`config.mk`:
```
export PLATFORM = sky130hd
export DESIGN_NAME = carrier_irq_ctrl
export DESIGN_NICKNAME = d
export VERILOG_FILES = /design/src/rtl/carrier_irq_pkg.sv /design/src/rtl/carrier_irq_decode.sv /design/src/rtl/carrier_irq_regs.sv /design/src/rtl/carrier_irq_ctrl.sv
export SDC_FILE = /design/constraint.sdc
export NUM_CORES = 1
export LEC_CHECK = 0
export ABC_AREA = 1
export ABC_CLOCK_PERIOD_IN_PS = 2330
export BUFFER_PORTS_ARGS = -buffer_cell sky130_fd_sc_hd__buf_2
export CAP_MARGIN = 20
export CORE_MARGIN = 5
export CORE_UTILIZATION = 24
export CTS_CLUSTER_SIZE = 40
export DETAILED_ROUTE_END_ITERATION = 10
export PLACE_DENSITY = 0.54
export RECOVER_POWER = 100
export SYNTH_ARGS = -nofsm -noshare
export SYNTH_HDL_FRONTEND = slang
export SYNTH_SLANG_ARGS = --single-unit
```
`constraint.sdc`:
```
create_clock -name clk -period 2.33 [get_ports clk]
set_input_delay 0.466 -clock clk [delete_from_list [all_inputs] [get_ports clk]]
set_output_delay 0.466 -clock clk [all_outputs]
set_load 0.02 [all_outputs]
```
`src/rtl/carrier_irq_pkg.sv`:
```
package carrier_irq_pkg;
  localparam int N_SLOT    = 4;
  localparam int N_LINE    = 2;
  localparam int N_REQ     = N_SLOT * N_LINE;
  localparam int SLOT_W    = $clog2(N_SLOT);
  localparam int DATA_W    = 16;
  localparam int ADDR_W    = 4;
  localparam int CTRL_W    = 8;
  localparam int INT_OFF_W = 6;
  localparam int ERR_LO    = N_REQ;
  localparam int ERR_W     = 4;
  localparam int TMO_BASE  = ERR_LO + ERR_W;
  localparam int EDGE_BIT  = 4;
  localparam int EN_BIT    = EDGE_BIT + N_LINE;

  localparam logic [ADDR_W-1:0] CTRL_BASE  = ADDR_W'(2);
  localparam logic [ADDR_W-1:0] RESET_OFF  = ADDR_W'(2 * (N_SLOT + 1));
  localparam logic [ADDR_W-1:0] STATUS_OFF = ADDR_W'(2 * (N_SLOT + 2));

  typedef enum logic [1:0] {RD_HOLD, RD_ZERO, RD_CTRL, RD_STATUS} rdsel_e;

  typedef struct packed {
    logic [N_SLOT-1:0] ctrlWe;
    logic              statusWe;
    rdsel_e            rdSel;
    logic [SLOT_W-1:0] slotIdx;
    logic [N_SLOT-1:0] ackSlot;
    logic [N_LINE-1:0] ackLine;
  } strobe_t;
endpackage

```
`src/rtl/carrier_irq_decode.sv`:
```
module carrier_irq_decode
  import carrier_irq_pkg::*;
(
  input  logic                 regWrEn,
  input  logic                 regRdEn,
  input  logic [ADDR_W-1:0]    regAddr,
  input  logic                 intRdEn,
  input  logic [SLOT_W-1:0]    intRdSlot,
  input  logic [INT_OFF_W-1:0] intRdOffset,
  output strobe_t              stb
);
  logic              isCtrl;
  logic              isStatus;
  logic [ADDR_W-1:0] slotFull;

  always_comb begin
    isCtrl   = (regAddr >= CTRL_BASE) && (regAddr < RESET_OFF) && !regAddr[0];
    isStatus = (regAddr == STATUS_OFF);
    slotFull = (regAddr >> 1) - ADDR_W'(1);

    stb.slotIdx  = slotFull[SLOT_W-1:0];
    stb.statusWe = regWrEn && isStatus;
    for (int s = 0; s < N_SLOT; s++) begin
      stb.ctrlWe[s]  = regWrEn && isCtrl && (stb.slotIdx == SLOT_W'(s));
      stb.ackSlot[s] = intRdEn && (intRdSlot == SLOT_W'(s));
    end
    for (int l = 0; l < N_LINE; l++) begin
      stb.ackLine[l] = (intRdOffset == INT_OFF_W'(2 * l));
    end

    if (!regRdEn)      stb.rdSel = RD_HOLD;
    else if (isCtrl)   stb.rdSel = RD_CTRL;
    else if (isStatus) stb.rdSel = RD_STATUS;
    else               stb.rdSel = RD_ZERO;
  end
endmodule

```
`src/rtl/carrier_irq_regs.sv`:
```
module carrier_irq_regs
  import carrier_irq_pkg::*;
(
  input  logic              clk,
  input  logic              rstN,
  input  strobe_t           stb,
  input  logic [DATA_W-1:0] regWrData,
  input  logic [N_REQ-1:0]  modReq,
  input  logic [N_SLOT-1:0] modPresent,
  input  logic [N_SLOT-1:0] timeoutEvt,
  output logic [DATA_W-1:0] regRdData,
  output logic [N_REQ-1:0]  modClr,
  output logic              hostIrq,
  output logic [N_REQ-1:0]  intSt,
  output logic [N_SLOT-1:0] tmoSt,
  output logic [N_REQ-1:0]  enMask
);
  logic [CTRL_W-1:0] ctrlQ [N_SLOT];
  logic [N_REQ-1:0]  edgeMask;
  logic [N_REQ-1:0]  presentLine;
  logic [N_REQ-1:0]  ackHit;
  logic [N_REQ-1:0]  intNext;
  logic [N_REQ-1:0]  wrClr;
  logic [N_SLOT-1:0] tmoClr;
  logic [DATA_W-1:0] stWord;
  logic [DATA_W-1:0] rdMux;
  logic              levelQ;
  logic              pulseQ;

  for (genvar s = 0; s < N_SLOT; s++) begin : g_slot
    for (genvar l = 0; l < N_LINE; l++) begin : g_line
      localparam int IDX = s * N_LINE + l;
      assign enMask[IDX]      = ctrlQ[s][EN_BIT + l];
      assign edgeMask[IDX]    = ctrlQ[s][EDGE_BIT + l];
      assign presentLine[IDX] = modPresent[s];
      assign ackHit[IDX]      = stb.ackSlot[s] & stb.ackLine[l] & intSt[IDX] & ~edgeMask[IDX];
    end
  end

  always_comb begin
    intNext = (modReq & enMask) | (intSt & ~enMask);
    wrClr   = stb.statusWe ? regWrData[N_REQ-1:0] : '0;
    tmoClr  = stb.statusWe ? regWrData[TMO_BASE +: N_SLOT] : '0;

    stWord = '0;
    stWord[N_REQ-1:0]         = intSt;
    stWord[TMO_BASE +: N_SLOT] = tmoSt;

    case (stb.rdSel)
      RD_CTRL:   rdMux = DATA_W'(ctrlQ[stb.slotIdx]);
      RD_STATUS: rdMux = stWord;
      RD_ZERO:   rdMux = '0;
      default:   rdMux = regRdData;
    endcase
  end

  always_ff @(posedge clk) begin
    if (!rstN) begin
      for (int s = 0; s < N_SLOT; s++) ctrlQ[s] <= '0;
      intSt     <= '0;
      tmoSt     <= '0;
      modClr    <= '0;
      regRdData <= '0;
      levelQ    <= 1'b0;
      pulseQ    <= 1'b0;
    end else begin
      for (int s = 0; s < N_SLOT; s++) begin
        if (stb.ctrlWe[s]) ctrlQ[s] <= regWrData[CTRL_W-1:0];
      end
      intSt     <= intNext;
      levelQ    <= |(intNext & ~edgeMask);
      pulseQ    <= |(intNext & ~intSt & edgeMask);
      tmoSt     <= (tmoSt & ~tmoClr) | timeoutEvt;
      modClr    <= (wrClr | ackHit) & presentLine;
      regRdData <= rdMux;
    end
  end

  assign hostIrq = levelQ ^ pulseQ;
endmodule

```
`src/rtl/carrier_irq_ctrl.sv`:
```
module carrier_irq_ctrl
  import carrier_irq_pkg::*;
(
  input  logic                 clk,
  input  logic                 rstN,
  input  logic                 regWrEn,
  input  logic                 regRdEn,
  input  logic [ADDR_W-1:0]    regAddr,
  input  logic [DATA_W-1:0]    regWrData,
  output logic [DATA_W-1:0]    regRdData,
  input  logic                 intRdEn,
  input  logic [SLOT_W-1:0]    intRdSlot,
  input  logic [INT_OFF_W-1:0] intRdOffset,
  input  logic [N_REQ-1:0]     modReq,
  input  logic [N_SLOT-1:0]    modPresent,
  input  logic [N_SLOT-1:0]    timeoutEvt,
  output logic [N_REQ-1:0]     modClr,
  output logic                 hostIrq
);
  strobe_t           stb;
  logic [N_REQ-1:0]  intSt;
  logic [N_SLOT-1:0] tmoSt;
  logic [N_REQ-1:0]  enMask;

  carrier_irq_decode u_decode (
    .regWrEn    (regWrEn),
    .regRdEn    (regRdEn),
    .regAddr    (regAddr),
    .intRdEn    (intRdEn),
    .intRdSlot  (intRdSlot),
    .intRdOffset(intRdOffset),
    .stb        (stb)
  );

  carrier_irq_regs u_regs (
    .clk       (clk),
    .rstN      (rstN),
    .stb       (stb),
    .regWrData (regWrData),
    .modReq    (modReq),
    .modPresent(modPresent),
    .timeoutEvt(timeoutEvt),
    .regRdData (regRdData),
    .modClr    (modClr),
    .hostIrq   (hostIrq),
    .intSt     (intSt),
    .tmoSt     (tmoSt),
    .enMask    (enMask)
  );
endmodule

```
Word-level counts from Yosys, hierarchy flattened

Memory sizes are Yosys's and may differ from the RTL's.
Index checks and enable logic that the tools add are counted.

Word-level logic and storage cells: 114
Memories: 1
Memory bits (writable): 32
Register bits: 38
Bits of input ports: 49
Output and inout port bits: 25

Bitwise logic cells: 51
Reductions and logical operators: 19
Magnitude comparators: 2
Eq/ne operators: 11
$add $sub $neg: 1
Mux-type cells: 23

Memories:

| name         | words | width | read ports | clocked after memory_dff | wr ports | RTL line               | text |
|---|---|---|---|---|---|---|---|
| u_regs.ctrlQ | 4     | 8     | 5          | 0                        | 4        | carrier_irq_regs.sv:18 | `logic [CTRL_W-1:0] ctrlQ [N_SLOT];` |

Operators with widths:

| kind                 | count |
|---|---|
| $and A8 B8 Y8        | 6 |
| $pmux W16 S3         | 1 |
| $mux W8              | 5 |
| $and A1 B1 Y1        | 24 |
| $not A8 Y8           | 3 |
| $or A8 B8 Y8         | 2 |
| $reduce_or A8 Y1     | 2 |
| $mux W1              | 13 |
| $eq A2 B2 Y1 const B | 6 |
| $logic_and A1 B1 Y1  | 12 |
| $not A1 Y1           | 8 |
| $eq A2 B1 Y1 const B | 3 |
| $eq A6 B2 Y1 const B | 1 |
| $logic_not A6 Y1     | 1 |
| $mux W2              | 3 |
| $and A4 B4 Y4        | 1 |
| $eq A4 B4 Y1 const B | 1 |
| $ge A4 B2 Y1 const B | 1 |
| $logic_not A2 Y1     | 2 |
| $lt A4 B4 Y1 const B | 1 |
| $mux W4              | 1 |
| $not A4 Y4           | 1 |
| $or A1 B1 Y1         | 4 |
| $or A4 B4 Y4         | 1 |
| other kinds (4)      | 4 |

Longest topological paths before layout

Gate-level depths: netlist of the first run.

Depth in word-level cells: 9
Mapped depth: 12

Modules after synthesis

Synthesis of the first run repeated with hierarchy kept, for this count alone.

Cell total of the unflattened synthesis: 408
Area total of the unflattened synthesis: 3269.4 µm²

By module, submodules not included:

| module             | times used | cells each | area each (µm²) |
|---|---|---|---|
| carrier_irq_regs   | 1          | 366        | 3045.4 |
| carrier_irq_decode | 1          | 42         | 224.0 |

Worst setup path after synthesis of the first run

No wires, ideal clock.

Kind: input to register
Start point: input regAddr[1]
End point: register u_regs.regRdData[6]
Data required time: 2.221 ns
Path slack: 0.266 ns
Stages on the path: 12
Arrival time: 1.955 ns
Library setup time: 0.109 ns
Cells stage by stage: buf_6 > clkinv_1 > buf_2 > ha_1 > clkbuf_1 > inv_1 > nand3_1 > nand2_1 > nand2_1 > nand3_1 > nand2_1 > inv_1

Word-level cells in the longest chain between the ends: 7
Elaborated cells on any way between the ends: 15
Those cells by class: 1 x add/sub; 2 x order compare; 4 x eq/ne; 4 x mux; 3 x reduce/logical; 1 x memory

RTL lines:

| item                                                      | RTL line                 | text |
|---|---|---|
| start: declaration                                        | carrier_irq_ctrl.sv:8    | `input logic [ADDR_W-1:0] regAddr,` |
| $ge A4 B2 Y1 / $lt A4 B4 Y1 (equally long branches)       | carrier_irq_decode.sv:17 | `isCtrl = (regAddr >= CTRL_BASE) && (regAddr < RESET_OFF) && !regAddr[0];` |
| $logic_and A1 B1 Y1 (2 in series)                         | carrier_irq_decode.sv:17 |  |
| $mux W2                                                   | carrier_irq_decode.sv:32 | `else if (isCtrl) stb.rdSel = RD_CTRL;` |
| $mux W2                                                   | carrier_irq_decode.sv:31 | `if (!regRdEn) stb.rdSel = RD_HOLD;` |
| $eq A2 B1 Y1 / $eq A2 B2 Y1 (equally long branches)       | carrier_irq_regs.sv:49   | `case (stb.rdSel)` |
| $pmux W16 S3 / $reduce_bool A3 Y1 (equally long branches) | -                        |  |
| end signal: assignment                                    | carrier_irq_regs.sv:75   | `regRdData <= rdMux;` |
| end: declaration                                          | carrier_irq_regs.sv:11   | `output logic [DATA_W-1:0] regRdData,` |

Parallel ways exist; a longest one is shown, timed or not. The select of a mux whose other input is x is not followed.
A chain may end at the register's enable or synchronous reset.

==> impl_metrics.prom, run 1 <==
# TYPE chip_impl_metric gauge
chip_impl_info{name="run_status",value="finished, final reports clean"} 1
chip_impl_info{name="ys_top_cells_by_area",value="sky130_fd_sc_hd__edfxtp_1 29%, sky130_fd_sc_hd__dfxtp_1 21%, sky130_fd_sc_hd__nand2_1 15%, sky130_fd_sc_hd__inv_1 9.1%, sky130_fd_sc_hd__nor2_1 8.2%"} 1
chip_impl_metric{name="floorplan.die_area",unit="mm2"} 0.0161
chip_impl_metric{name="max_freq",unit="GHz"} 0.488
chip_impl_metric{name="post_cts.repair.setup_buffers",unit=""} 0
chip_impl_info{name="worst_hold_path_type",value="in -> reg"} 1
chip_impl_metric{name="place_area",unit="mm2"} 0.00380
chip_impl_metric{name="antenna_diode_instance_count",unit=""} 0
chip_impl_metric{name="yosysUniqueCellTypes",unit=""} 21
chip_impl_metric{name="grt_antenna_before_repair",unit=""} 1
chip_impl_metric{name="timing.setup.tns",unit="ps"} 0
chip_impl_metric{name="placed_cells",unit=""} 687
chip_impl_metric{name="totalPowerFinal",unit="mW"} 2.91
chip_impl_metric{name="critical_path_required",unit="ps"} 2500
chip_impl_metric{name="ff2ff_path_depth",unit=""} 8
chip_impl_metric{name="power_leakage",unit="nW"} 1.94
chip_impl_metric{name="routabilityCongestion",unit=""} 0.848
chip_impl_metric{name="wire_per_inst",unit="um"} 12.3
chip_impl_metric{name="cts_htree_levels",unit=""} 3
chip_impl_metric{name="die_y",unit="um"} 127
chip_impl_metric{name="worst-r2r-setup-slack",unit="ps"} 1250
chip_impl_info{name="rr_endpoint",value="u_regs.regRdData[5]$_SDFFE_PN0P_"} 1
chip_impl_metric{name="grt_max_degree",unit=""} 19
chip_impl_metric{name="drtPass1Iterations",unit=""} 6
chip_impl_info{name="tritoncts_clock_tree",value="built"} 1
chip_impl_metric{name="remaining_antenna_violation_count_after_routing",unit=""} 0
chip_impl_info{name="yosys.area.top_type",value="sky130_fd_sc_hd__edfxtp_1"} 1
chip_impl_metric{name="worstHoldPathCells",unit=""} 3
chip_impl_metric{name="first_global_vias",unit=""} 2910
chip_impl_metric{name="grt_pass1_wl",unit="mm"} 13.7
chip_impl_metric{name="syn_to_final_growth",unit="%"} 22.9
chip_impl_metric{name="hold_fix_buffers_cts",unit=""} 0
chip_impl_metric{name="grt.total_usage",unit="%"} 11.0
chip_impl_metric{name="design.final.nets",unit=""} 575
chip_impl_metric{name="routed_via_count",unit=""} 2967
chip_impl_metric{name="timing_max_transition_violations_final",unit=""} 0
chip_impl_info{name="rsz0062_at_grt",value="false"} 1
chip_impl_metric{name="start_util",unit="%"} 24.6
chip_impl_metric{name="rows",unit=""} 42
chip_impl_metric{name="syn_inst",unit=""} 452
chip_impl_metric{name="worst-endpoint-arrival",unit="ps"} 2220
chip_impl_info{name="launching_element_type_of_the_critical_path",value="input pin"} 1
chip_impl_metric{name="cts-buffers-inserted",unit=""} 9
chip_impl_metric{name="max_slew.worst_pin.slew",unit="ps"} 797
chip_impl_metric{name="timing.final.crit_period",unit="ps"} 2050
chip_impl_metric{name="synth_top_area_share",unit="%"} 29.3
chip_impl_metric{name="floorplan.io_pins",unit=""} 74
chip_impl_info{name="worst-setup-path-type",value="in -> reg"} 1
chip_impl_metric{name="finalWirelength",unit="mm"} 8.65
chip_impl_metric{name="core_area",unit="mm2"} 0.0133
chip_impl_metric{name="place.detailed.hpwl",unit="mm"} 7.00
chip_impl_metric{name="synthesis.area",unit="mm2"} 0.00328
chip_impl_metric{name="postCtsResizedCells",unit=""} 0
chip_impl_metric{name="cts_max_path_buffers",unit=""} 2
chip_impl_metric{name="layoutNonFillerInstCount",unit=""} 703
chip_impl_metric{name="drtIter0Drc",unit=""} 131
chip_impl_metric{name="min_period_over_period",unit="%"} 87.9
chip_impl_info{name="worst_hold_path.endpoint",value="u_regs.tmoSt[2]$_SDFF_PN0_"} 1
chip_impl_metric{name="worst_clock_skew",unit="ps"} 9.58
chip_impl_metric{name="port_buffers",unit=""} 65
chip_impl_metric{name="maxSlewHeadroom",unit="%"} 46.9
chip_impl_info{name="regToRegStartpoint",value="u_regs.ctrlQ[1][5]$_SDFFCE_PN0P_"} 1
chip_impl_metric{name="hold_viol",unit=""} 0
chip_impl_metric{name="drt_drc_violations_left",unit=""} 0
chip_impl_metric{name="finalWorstSetupSlack",unit="ps"} 282
chip_impl_metric{name="ys_seq_elements",unit=""} 66
chip_impl_info{name="timing.hold.worst.start",value="timeoutEvt[2]"} 1
chip_impl_metric{name="cp_max_fo",unit=""} 12
chip_impl_metric{name="chipWidth",unit="um"} 127
chip_impl_metric{name="clk_pin_slew_worst_paths",unit="ps"} 50
chip_impl_metric{name="setup_viol_count_final",unit=""} 0
chip_impl_metric{name="clock_sink_count",unit=""} 66
chip_impl_metric{name="design_area",unit="mm2"} 0.00404
chip_impl_metric{name="power_per_cell_area",unit="mW/mm2"} 722
chip_impl_metric{name="nFillCells",unit=""} 1478
chip_impl_metric{name="grt.overflow.total",unit=""} 0
chip_impl_metric{name="clkLatencyLatePin",unit="ps"} 330
chip_impl_metric{name="number_of_warnings_reported_in_the_yosys_synthesis_log",unit=""} 0
chip_impl_metric{name="route.detailed.vias_per_inst",unit=""} 4.22
chip_impl_metric{name="post_synth.cell_area_avg",unit="um2"} 7.27
chip_impl_info{name="cts_root_buf",value="sky130_fd_sc_hd__clkbuf_16"} 1
chip_impl_metric{name="seq_area_frac_synth",unit="%"} 50.0
chip_impl_metric{name="maxCapViolations",unit=""} 0
chip_impl_metric{name="post_route_cells_drive_above_1_share",unit="%"} 11.8
chip_impl_metric{name="vdd_drop_max",unit="V"} 0.000332
chip_impl_metric{name="detailedPlace.worstSlack",unit="ps"} 139
chip_impl_info{name="endpoint_kind",value="flop"} 1
[state kept, by name, summed over array words and instances, names as in the netlist]
register and flops:
u_regs.tmoSt 4, u_regs.modClr 8, u_regs.levelQ 1, u_regs.regRdData 12
u_regs.ctrlQ 32, u_regs.pulseQ 1, u_regs.intSt 8
[worst max-delay path: stages]
cell and delay (ps):
sky130_fd_sc_hd__clkbuf_2 210, sky130_fd_sc_hd__nor2_1 200, sky130_fd_sc_hd__nor2_1 70, sky130_fd_sc_hd__nor3_1 620, sky130_fd_sc_hd__nand3_1 450, sky130_fd_sc_hd__nor2_1 200
[power by group]
group | internal, mW | switching [mW] | leakage [nW] | total (mW)
clock network | 0.780 | 0.487 | 0.142 | 1.27
registers | 1.28 | 0.0328 | 0.586 | 1.31
logic | 0.109 | 0.224 | 1.21 | 0.333
total | 2.17 | 0.744 | 1.94 | 2.91
[cell families after synthesis]
group | count (synthesis) | synth area share [%]
buffers and inverters | 97 | 11.9
adder cells (fa/ha/maj) | 4 | 1.52
XOR/XNOR | 1 | 0.267
AND/OR/NAND/NOR | 257 | 32.2
AO/OA/AOI/OAI | 26 | 3.96
other | 1 | 0.114
flip-flops | 66 | 50.0
[worst max-delay path by stage]
stage               start                                to  cells after the start
2_1_floorplan  regAddr[1]  u_regs.regRdData[6]$_SDFFE_PN0P_                     12
3_3_place_gp   regAddr[1]  u_regs.regRdData[2]$_SDFFE_PN0P_                     10
3_5_place_dp   regAddr[1]  u_regs.regRdData[2]$_SDFFE_PN0P_                     10
4_1_cts        regAddr[1]  u_regs.regRdData[2]$_SDFFE_PN0P_                     10
5_1_grt        regAddr[1]  u_regs.ctrlQ[3][4]$_SDFFCE_PN0P_                      6
6_report       regAddr[1]  u_regs.ctrlQ[2][7]$_SDFFCE_PN0P_                      6
[per-layer routing]
layer	global-route usage (%)	up-vias	wire length, um
met4	4.98	2	254
met2	19.3	68	4380
met5	0	-	13
li1	-	1528	-
met3	3.71	22	435
met1	11.9	1347	3560
[metrics by stage]
step | hold slack (ps) | utilization (%)
6_report | 379 | 30.2
5_1_grt | 375 | 30.2
4_1_cts | 370 | 30.6
3_5_place_dp | 456 | 28.5
3_3_place_gp | 452 | 28.5
2_1_floorplan | 439 | -
[cells in the mapped netlist, drive strengths merged]
cell type and count:
nand2 131, inv 80, nor2 73, nand3 40, dfxtp 34, edfxtp 32, a21oi 18, buf 10
o21ai 8, nand4 7, nor3 6, clkbuf 5, ha 4, clkinv 2, conb 1, xor2 1
[area by class of cell]
cell class,instances,area [um2],area share [%]
clock buffer,10,250,6.20
inverter,82,308,7.63
tap,176,220,5.46
sequential,66,1640,40.7
clock inverter,6,36.3,0.899
multi-input combinational,292,1240,30.8
timing repair buffer,71,335,8.31
[placed cells by master, fill, tap and decap left out, types with 2 or more instances in the layout]
cell,count
sky130_fd_sc_hd__nand2_1,131
sky130_fd_sc_hd__inv_1,80
sky130_fd_sc_hd__nor2_1,73
sky130_fd_sc_hd__buf_2,42
sky130_fd_sc_hd__nand3_1,40
sky130_fd_sc_hd__dfxtp_1,34
sky130_fd_sc_hd__edfxtp_1,32
sky130_fd_sc_hd__clkbuf_1,24
sky130_fd_sc_hd__a21oi_1,18
sky130_fd_sc_hd__clkbuf_16,10
sky130_fd_sc_hd__o21ai_0,8
sky130_fd_sc_hd__nand4_1,7
sky130_fd_sc_hd__nor3_1,6
sky130_fd_sc_hd__ha_1,4
sky130_fd_sc_hd__conb_1,4
sky130_fd_sc_hd__buf_4,4
sky130_fd_sc_hd__clkinv_1,3
sky130_fd_sc_hd__clkinv_2,2
Note: power is estimated with default switching activity, not from simulation.
==> inputs of run 2 (changes only) <==
CORE_MARGIN = 1.5   (was 5)
REMOVE_ABC_BUFFERS = 1   (was unset)
==> run 2 against run 1 <==
- register-to-register slack worse by 90 ps
- clock skew about the same
- first-iteration DRC count up 48%
- combinational power up 2%
- count of clock-buffer cells in the layout unchanged
- final cell count unchanged
- non-clock buffer count unchanged
- flip-flop and latch count unchanged
- largest power group is now the clock network
- highest routed layer is now met4
==> impl_metrics.prom, run 2 (same netlist as run 1, synthesis figures left out) <==
# TYPE chip_impl_metric gauge
chip_impl_metric{name="cts_htree_levels",unit=""} 3
chip_impl_metric{name="hold_fix_buffers_cts",unit=""} 0
chip_impl_metric{name="detailedPlace.worstSlack",unit="ps"} 316
chip_impl_metric{name="rows",unit=""} 42
chip_impl_metric{name="place.detailed.hpwl",unit="mm"} 6.83
chip_impl_metric{name="worst-endpoint-arrival",unit="ps"} 2070
chip_impl_info{name="worstPathCellList",value="buf_2 -> buf_4 -> nor2_1 -> nand3_1 -> nor2_1 -> clkbuf_1 -> nand2_1 -> a21oi_1"} 1
chip_impl_metric{name="core_area",unit="mm2"} 0.0133
chip_impl_metric{name="critical_path.n_buffers_inverters",unit=""} 3
chip_impl_info{name="worst-setup-path-type",value="in -> reg"} 1
chip_impl_metric{name="remaining_antenna_violation_count_after_routing",unit=""} 0
chip_impl_metric{name="place_area",unit="mm2"} 0.00380
chip_impl_metric{name="placed_cells",unit=""} 687
chip_impl_info{name="path_common_cell",value="sky130_fd_sc_hd__nor2_1"} 1
chip_impl_info{name="run_status",value="finished, final reports clean"} 1
chip_impl_info{name="rsz0062_at_grt",value="false"} 1
chip_impl_metric{name="routabilityCongestion",unit=""} 0.941
chip_impl_metric{name="routed_via_count",unit=""} 2962
chip_impl_metric{name="multi_input_area",unit="mm2"} 0.00125
chip_impl_metric{name="min_period_over_period",unit="%"} 79.0
chip_impl_info{name="final_common_cell",value="sky130_fd_sc_hd__nand2_1"} 1
chip_impl_info{name="tritoncts_clock_tree",value="built"} 1
chip_impl_metric{name="clock_sink_count",unit=""} 66
chip_impl_metric{name="syn_to_final_growth",unit="%"} 23.5
chip_impl_metric{name="hold_viol",unit=""} 0
chip_impl_info{name="endpoint_kind",value="flop"} 1
chip_impl_metric{name="post-route-util",unit="%"} 30.5
chip_impl_metric{name="cts-buffers-inserted",unit=""} 9
chip_impl_metric{name="nFillCells",unit=""} 1446
chip_impl_info{name="worst_path_max_delay_cell",value="sky130_fd_sc_hd__clkbuf_1"} 1
chip_impl_metric{name="clkLatencyLatePin",unit="ps"} 330
chip_impl_metric{name="ff2ff_path_depth",unit=""} 6
chip_impl_metric{name="timing.setup.tns",unit="ps"} 0
chip_impl_metric{name="power_per_cell_area",unit="mW/mm2"} 736
chip_impl_metric{name="drtPass1Iterations",unit=""} 6
chip_impl_metric{name="grt_antenna_before_repair",unit=""} 0
chip_impl_metric{name="wire_per_inst",unit="um"} 12.5
chip_impl_metric{name="max_freq",unit="GHz"} 0.543
chip_impl_metric{name="start_util",unit="%"} 24.7
chip_impl_metric{name="finalWorstSetupSlack",unit="ps"} 490
chip_impl_metric{name="ff_latch_area",unit="mm2"} 0.00164
chip_impl_info{name="grt-busiest-layer",value="met2"} 1
chip_impl_metric{name="grtUsageMet1",unit="%"} 15.3
chip_impl_metric{name="worst_clock_skew",unit="ps"} 9.40
chip_impl_metric{name="clk_pin_slew_worst_paths",unit="ps"} 50
chip_impl_metric{name="path_depth",unit=""} 8
chip_impl_metric{name="cp_max_fo",unit=""} 13
chip_impl_metric{name="chipWidth",unit="um"} 120
chip_impl_info{name="cts_root_buf",value="sky130_fd_sc_hd__clkbuf_16"} 1
chip_impl_metric{name="cts_max_path_buffers",unit=""} 2
chip_impl_metric{name="power_leakage",unit="nW"} 1.94
chip_impl_metric{name="finalWirelength",unit="mm"} 8.76
chip_impl_metric{name="drtIter0Drc",unit=""} 194
chip_impl_metric{name="max_slew.worst_pin.slew",unit="ps"} 1130
chip_impl_metric{name="critical_path_required",unit="ps"} 2560
chip_impl_metric{name="grt.overflow.total",unit=""} 0
chip_impl_metric{name="number_of_flip_flops_in_the_largest_register",unit=""} 32
chip_impl_metric{name="postCtsResizedCells",unit=""} 0
chip_impl_metric{name="maxSlewHeadroom",unit="%"} 24.7
chip_impl_metric{name="post_route_cells_drive_above_1_share",unit="%"} 12.0
chip_impl_info{name="regs_by_ff_count",value="u_regs.ctrlQ x32, u_regs.regRdData x12"} 1
chip_impl_metric{name="design_area",unit="mm2"} 0.00406
chip_impl_metric{name="route.detailed.vias_per_inst",unit=""} 4.21
chip_impl_info{name="largest-register",value="u_regs.ctrlQ"} 1
chip_impl_metric{name="port_buffers",unit=""} 65
chip_impl_metric{name="maxCapViolations",unit=""} 0
chip_impl_info{name="layout_common_cells",value="131 x sky130_fd_sc_hd__nand2_1, 80 x sky130_fd_sc_hd__inv_1, 73 x sky130_fd_sc_hd__nor2_1"} 1
chip_impl_metric{name="floorplan.io_pins",unit=""} 74
chip_impl_metric{name="drt_drc_violations_left",unit=""} 0
chip_impl_metric{name="worst_path_largest_cell_delay",unit="ps"} 530
chip_impl_metric{name="gr-usage-met3",unit="%"} 3.71
chip_impl_metric{name="grt_pass1_wl",unit="mm"} 13.8
chip_impl_metric{name="worstHoldPathCells",unit=""} 3
chip_impl_metric{name="totalPowerFinal",unit="mW"} 2.98
chip_impl_info{name="critPathTopFamily",value="buffers and inverters"} 1
chip_impl_metric{name="layoutNonFillerInstCount",unit=""} 703
chip_impl_metric{name="vdd_drop_max",unit="V"} 0.000318
chip_impl_info{name="worst_hold_path_type",value="in -> reg"} 1
chip_impl_metric{name="die_y",unit="um"} 120
chip_impl_info{name="launching_element_type_of_the_critical_path",value="input pin"} 1
chip_impl_metric{name="post_cts.repair.setup_buffers",unit=""} 0
chip_impl_metric{name="floorplan.die_area",unit="mm2"} 0.0144
chip_impl_metric{name="timing_max_transition_violations_final",unit=""} 0
chip_impl_metric{name="design.final.nets",unit=""} 575
chip_impl_metric{name="fin_hold_ws",unit="ps"} 370
chip_impl_metric{name="timing.final.crit_period",unit="ps"} 1840
chip_impl_metric{name="grt_max_degree",unit=""} 27
chip_impl_metric{name="grt_util_met2",unit="%"} 21.2
chip_impl_metric{name="antenna_diode_instance_count",unit=""} 0
chip_impl_metric{name="first_global_vias",unit=""} 2824
chip_impl_metric{name="worst-r2r-setup-slack",unit="ps"} 1160
chip_impl_metric{name="setup_viol_count_final",unit=""} 0
chip_impl_metric{name="grt.total_usage",unit="%"} 12.6
run 2: layer usage:
metal	up-vias	part of all wire, %	routed length [um]
met1	1345	44	3870
met4	0	1.9	170
met3	13	5.4	472
met5	-	0	0
li1	1524	-	-
met2	80	48	4240
run 2: where the power goes:
group / switching [mW] / internal, mW / total, mW
clock network: 0.501 / 0.829 / 1.33
registers: 0.0322 / 1.28 / 1.31
logic: 0.231 / 0.110 / 0.341
run 2: final timing paths:
check	from	end
hold / removal	timeoutEvt[3]	u_regs.tmoSt[3]$_SDFF_PN0_
hold reg to reg	u_regs.tmoSt[2]$_SDFF_PN0_	u_regs.regRdData[14]$_SDFFE_PN0P_
setup reg to reg	u_regs.ctrlQ[2][6]$_SDFFCE_PN0P_	u_regs.levelQ$_SDFF_PN0_
setup / recovery	regAddr[1]	u_regs.modClr[0]$_SDFF_PN0_
run 2: area by class of cell:
cell class                 count  share of cell area, %
timing repair buffer          71                   8.27
clock inverter                 6                   1.64
sequential                    66                   40.5
clock buffer                  10                   5.65
inverter                      82                   7.59
tap                          176                   5.43
multi-input combinational    292                   30.9
run 2: tightest hold or removal path, delay by kind of cell:
family | cells | cell delay (ps)
buf+inv | 2 | 130
compound gates | 1 | 50
==> inputs of run 3 (changes only) <==
ABC_CLOCK_PERIOD_IN_PS = 1550   (was 2330)
PLACE_DENSITY = 0.55   (was 0.54)
clock period = 1.55 ns   (was 2.33 ns; I/O delays follow)
==> run 3 against run 2 <==
- core utilization increased by 1.1 points
- first-iteration DRC count decreased by 48%
- setup slack got worse by 330 ps
- register-to-register slack got worse by 760 ps
- critical path depth increased by 2
- design area increased by 3.8%
- sequential share of layout area decreased by 1.5 points
- global-route usage increased by 0.16 points
- non-clock buffer count increased by 23
- total power increased by 53%
==> impl_metrics.prom, run 3 (same netlist as run 1, synthesis figures left out) <==
# TYPE chip_impl_metric gauge
chip_impl_metric{name="maxCapViolations",unit=""} 0
chip_impl_metric{name="syn_to_final_growth",unit="%"} 28.1
chip_impl_metric{name="remaining_antenna_violation_count_after_routing",unit=""} 0
chip_impl_metric{name="post_cts.repair.setup_buffers",unit=""} 0
chip_impl_metric{name="wire_per_inst",unit="um"} 12.1
chip_impl_metric{name="rows",unit=""} 42
chip_impl_metric{name="route.detailed.vias_per_inst",unit=""} 4.20
chip_impl_metric{name="number_of_flip_flops_in_the_largest_register",unit=""} 32
chip_impl_metric{name="fin_hold_ws",unit="ps"} 207
chip_impl_info{name="layout_common_cells",value="131 x sky130_fd_sc_hd__nand2_1, 80 x sky130_fd_sc_hd__inv_1, 72 x sky130_fd_sc_hd__nor2_1"} 1
chip_impl_info{name="regToRegStartpoint",value="u_regs.ctrlQ[2][6]$_SDFFCE_PN0P_"} 1
chip_impl_metric{name="power_per_cell_area",unit="mW/mm2"} 1090
chip_impl_metric{name="start_util",unit="%"} 24.7
chip_impl_info{name="endpoint_kind",value="flop"} 1
chip_impl_info{name="path_common_cell",value="sky130_fd_sc_hd__nand2_1"} 1
chip_impl_metric{name="grt.overflow.total",unit=""} 0
chip_impl_info{name="worst_hold_path_type",value="in -> reg"} 1
chip_impl_metric{name="layoutNonFillerInstCount",unit=""} 726
chip_impl_info{name="worst_path_max_delay_cell",value="sky130_fd_sc_hd__ha_1"} 1
chip_impl_metric{name="placed_cells",unit=""} 710
chip_impl_metric{name="cp_max_fo",unit=""} 8
chip_impl_metric{name="drt_drc_violations_left",unit=""} 0
chip_impl_metric{name="core_area",unit="mm2"} 0.0133
chip_impl_metric{name="post_route_cells_drive_above_1_share",unit="%"} 14.5
chip_impl_metric{name="floorplan.io_pins",unit=""} 74
chip_impl_metric{name="routed_via_count",unit=""} 3047
chip_impl_metric{name="grt_pass1_wl",unit="mm"} 13.8
chip_impl_info{name="final_common_cell",value="sky130_fd_sc_hd__nand2_1"} 1
chip_impl_metric{name="hold_fix_buffers_cts",unit=""} 0
chip_impl_info{name="largest-register",value="u_regs.ctrlQ"} 1
chip_impl_metric{name="setup_viol_count_final",unit=""} 0
chip_impl_metric{name="worst_clock_skew",unit="ps"} 4.57
chip_impl_metric{name="clk_pin_slew_worst_paths",unit="ps"} 50
chip_impl_metric{name="max_freq",unit="GHz"} 0.720
chip_impl_info{name="rr_endpoint",value="u_regs.levelQ$_SDFF_PN0_"} 1
chip_impl_info{name="tritoncts_clock_tree",value="built"} 1
chip_impl_metric{name="worst-r2r-setup-slack",unit="ps"} 400
chip_impl_metric{name="cts_htree_levels",unit=""} 3
chip_impl_metric{name="hold_viol",unit=""} 0
chip_impl_metric{name="cts-buffers-inserted",unit=""} 9
chip_impl_info{name="rsz0062_at_grt",value="false"} 1
chip_impl_metric{name="postCtsResizedCells",unit=""} 0
chip_impl_metric{name="vdd_drop_max",unit="V"} 0.000508
chip_impl_info{name="cts_root_buf",value="sky130_fd_sc_hd__clkbuf_16"} 1
chip_impl_info{name="regs_by_ff_count",value="u_regs.ctrlQ x32, u_regs.regRdData x12"} 1
chip_impl_metric{name="floorplan.die_area",unit="mm2"} 0.0144
chip_impl_metric{name="worst_path_largest_cell_delay",unit="ps"} 350
chip_impl_info{name="worst-setup-path-type",value="in -> reg"} 1
chip_impl_metric{name="post-route-util",unit="%"} 31.6
chip_impl_metric{name="clkLatencyLatePin",unit="ps"} 330
chip_impl_metric{name="port_buffers",unit=""} 65
chip_impl_metric{name="timing_max_transition_violations_final",unit=""} 0
chip_impl_info{name="worstPathCellList",value="buf_2 -> clkinv_1 -> ha_1 -> inv_1 -> nand3_1 -> nand2_1 -> nand2_1 -> nand3_1 -> nand2_1 -> inv_1"} 1
chip_impl_info{name="worst_hold_path.endpoint",value="u_regs.tmoSt[1]$_SDFF_PN0_"} 1
chip_impl_metric{name="grt_antenna_before_repair",unit=""} 0
chip_impl_metric{name="finalWirelength",unit="mm"} 8.78
chip_impl_metric{name="ff2ff_path_depth",unit=""} 6
chip_impl_metric{name="totalPowerFinal",unit="mW"} 4.57
chip_impl_metric{name="drtPass1Iterations",unit=""} 5
chip_impl_metric{name="place.detailed.hpwl",unit="mm"} 7.19
chip_impl_metric{name="worstHoldPathCells",unit=""} 3
chip_impl_metric{name="design.final.nets",unit=""} 598
chip_impl_metric{name="max_slew.worst_pin.slew",unit="ps"} 704
chip_impl_metric{name="cts_max_path_buffers",unit=""} 2
chip_impl_metric{name="min_period_over_period",unit="%"} 89.7
chip_impl_metric{name="critical_path_required",unit="ps"} 1830
chip_impl_metric{name="worst-endpoint-arrival",unit="ps"} 1670
chip_impl_metric{name="drtIter0Drc",unit=""} 100
chip_impl_metric{name="antenna_diode_instance_count",unit=""} 0
chip_impl_metric{name="grt_max_degree",unit=""} 27
chip_impl_metric{name="first_global_vias",unit=""} 2925
chip_impl_info{name="launching_element_type_of_the_critical_path",value="input pin"} 1
chip_impl_info{name="timing.hold.worst.start",value="timeoutEvt[1]"} 1
chip_impl_metric{name="chipWidth",unit="um"} 120
chip_impl_metric{name="maxSlewHeadroom",unit="%"} 52.8
chip_impl_metric{name="routabilityCongestion",unit=""} 0.963
chip_impl_metric{name="grt.total_usage",unit="%"} 12.8
chip_impl_metric{name="clock_sink_count",unit=""} 66
chip_impl_info{name="run_status",value="finished, final reports clean"} 1
chip_impl_metric{name="timing.final.crit_period",unit="ps"} 1390
chip_impl_metric{name="power_leakage",unit="nW"} 2.04
chip_impl_metric{name="die_y",unit="um"} 120
## run 3: worst max path at each step
stage	start	endpoint	slack (ps)	cells past startpoint
3_5_place_dp	regAddr[1]	u_regs.regRdData[2]$_SDFFE_PN0P_	-170	10
3_3_place_gp	regAddr[1]	u_regs.regRdData[0]$_SDFFE_PN0P_	-130	10
5_1_grt	regAddr[1]	u_regs.ctrlQ[3][0]$_SDFFCE_PN0P_	40	9
2_1_floorplan	regAddr[1]	u_regs.regRdData[0]$_SDFFE_PN0P_	-120	9
6_report	regAddr[1]	u_regs.regRdData[2]$_SDFFE_PN0P_	160	10
4_1_cts	regAddr[1]	u_regs.regRdData[2]$_SDFFE_PN0P_	170	10
## run 3: layout make-up
cell class	instances	area, um2
fillers	1454	9090
flip-flops and latches	66	1640
multi-input cells	292	1250
repair buffers	94	474
inverters	82	308
clock buffers	13	297
well taps	176	220
clock inverters	3	16.3
## run 3: worst max-delay path, delay by kind of cell
kind,cells,cell delay (ps)
adder cells (fa/ha/maj),1,350
buffers and inverters,4,540
AND/OR/NAND/NOR,5,460
## run 3: per-stage QoR
stage / TNS [ps] / cell area, um2 / setup WS, ps
3_3_place_gp: -1220 / 3980 / -135
2_1_floorplan: -996 / 3210 / -124
4_1_cts: 0 / 4290 / 172
6_report: 0 / 4210 / 160
5_1_grt: 0 / 4210 / 43.2
3_5_place_dp: -1730 / 3980 / -174
## run 3: power breakdown
part / internal [mW] / switching, mW / leakage, nW
logic: 0.191 / 0.352 / 1.30
clock network: 1.33 / 0.718 / 0.160
registers: 1.93 / 0.0495 / 0.586
## run 3: metal layers
metal / global-route usage, % / share of wire, %
met1: 14.9 / 43
met2: 21.6 / 48
met3: 3.04 / 6.0
met4: 7.14 / 2.5
met5: 0 / 0
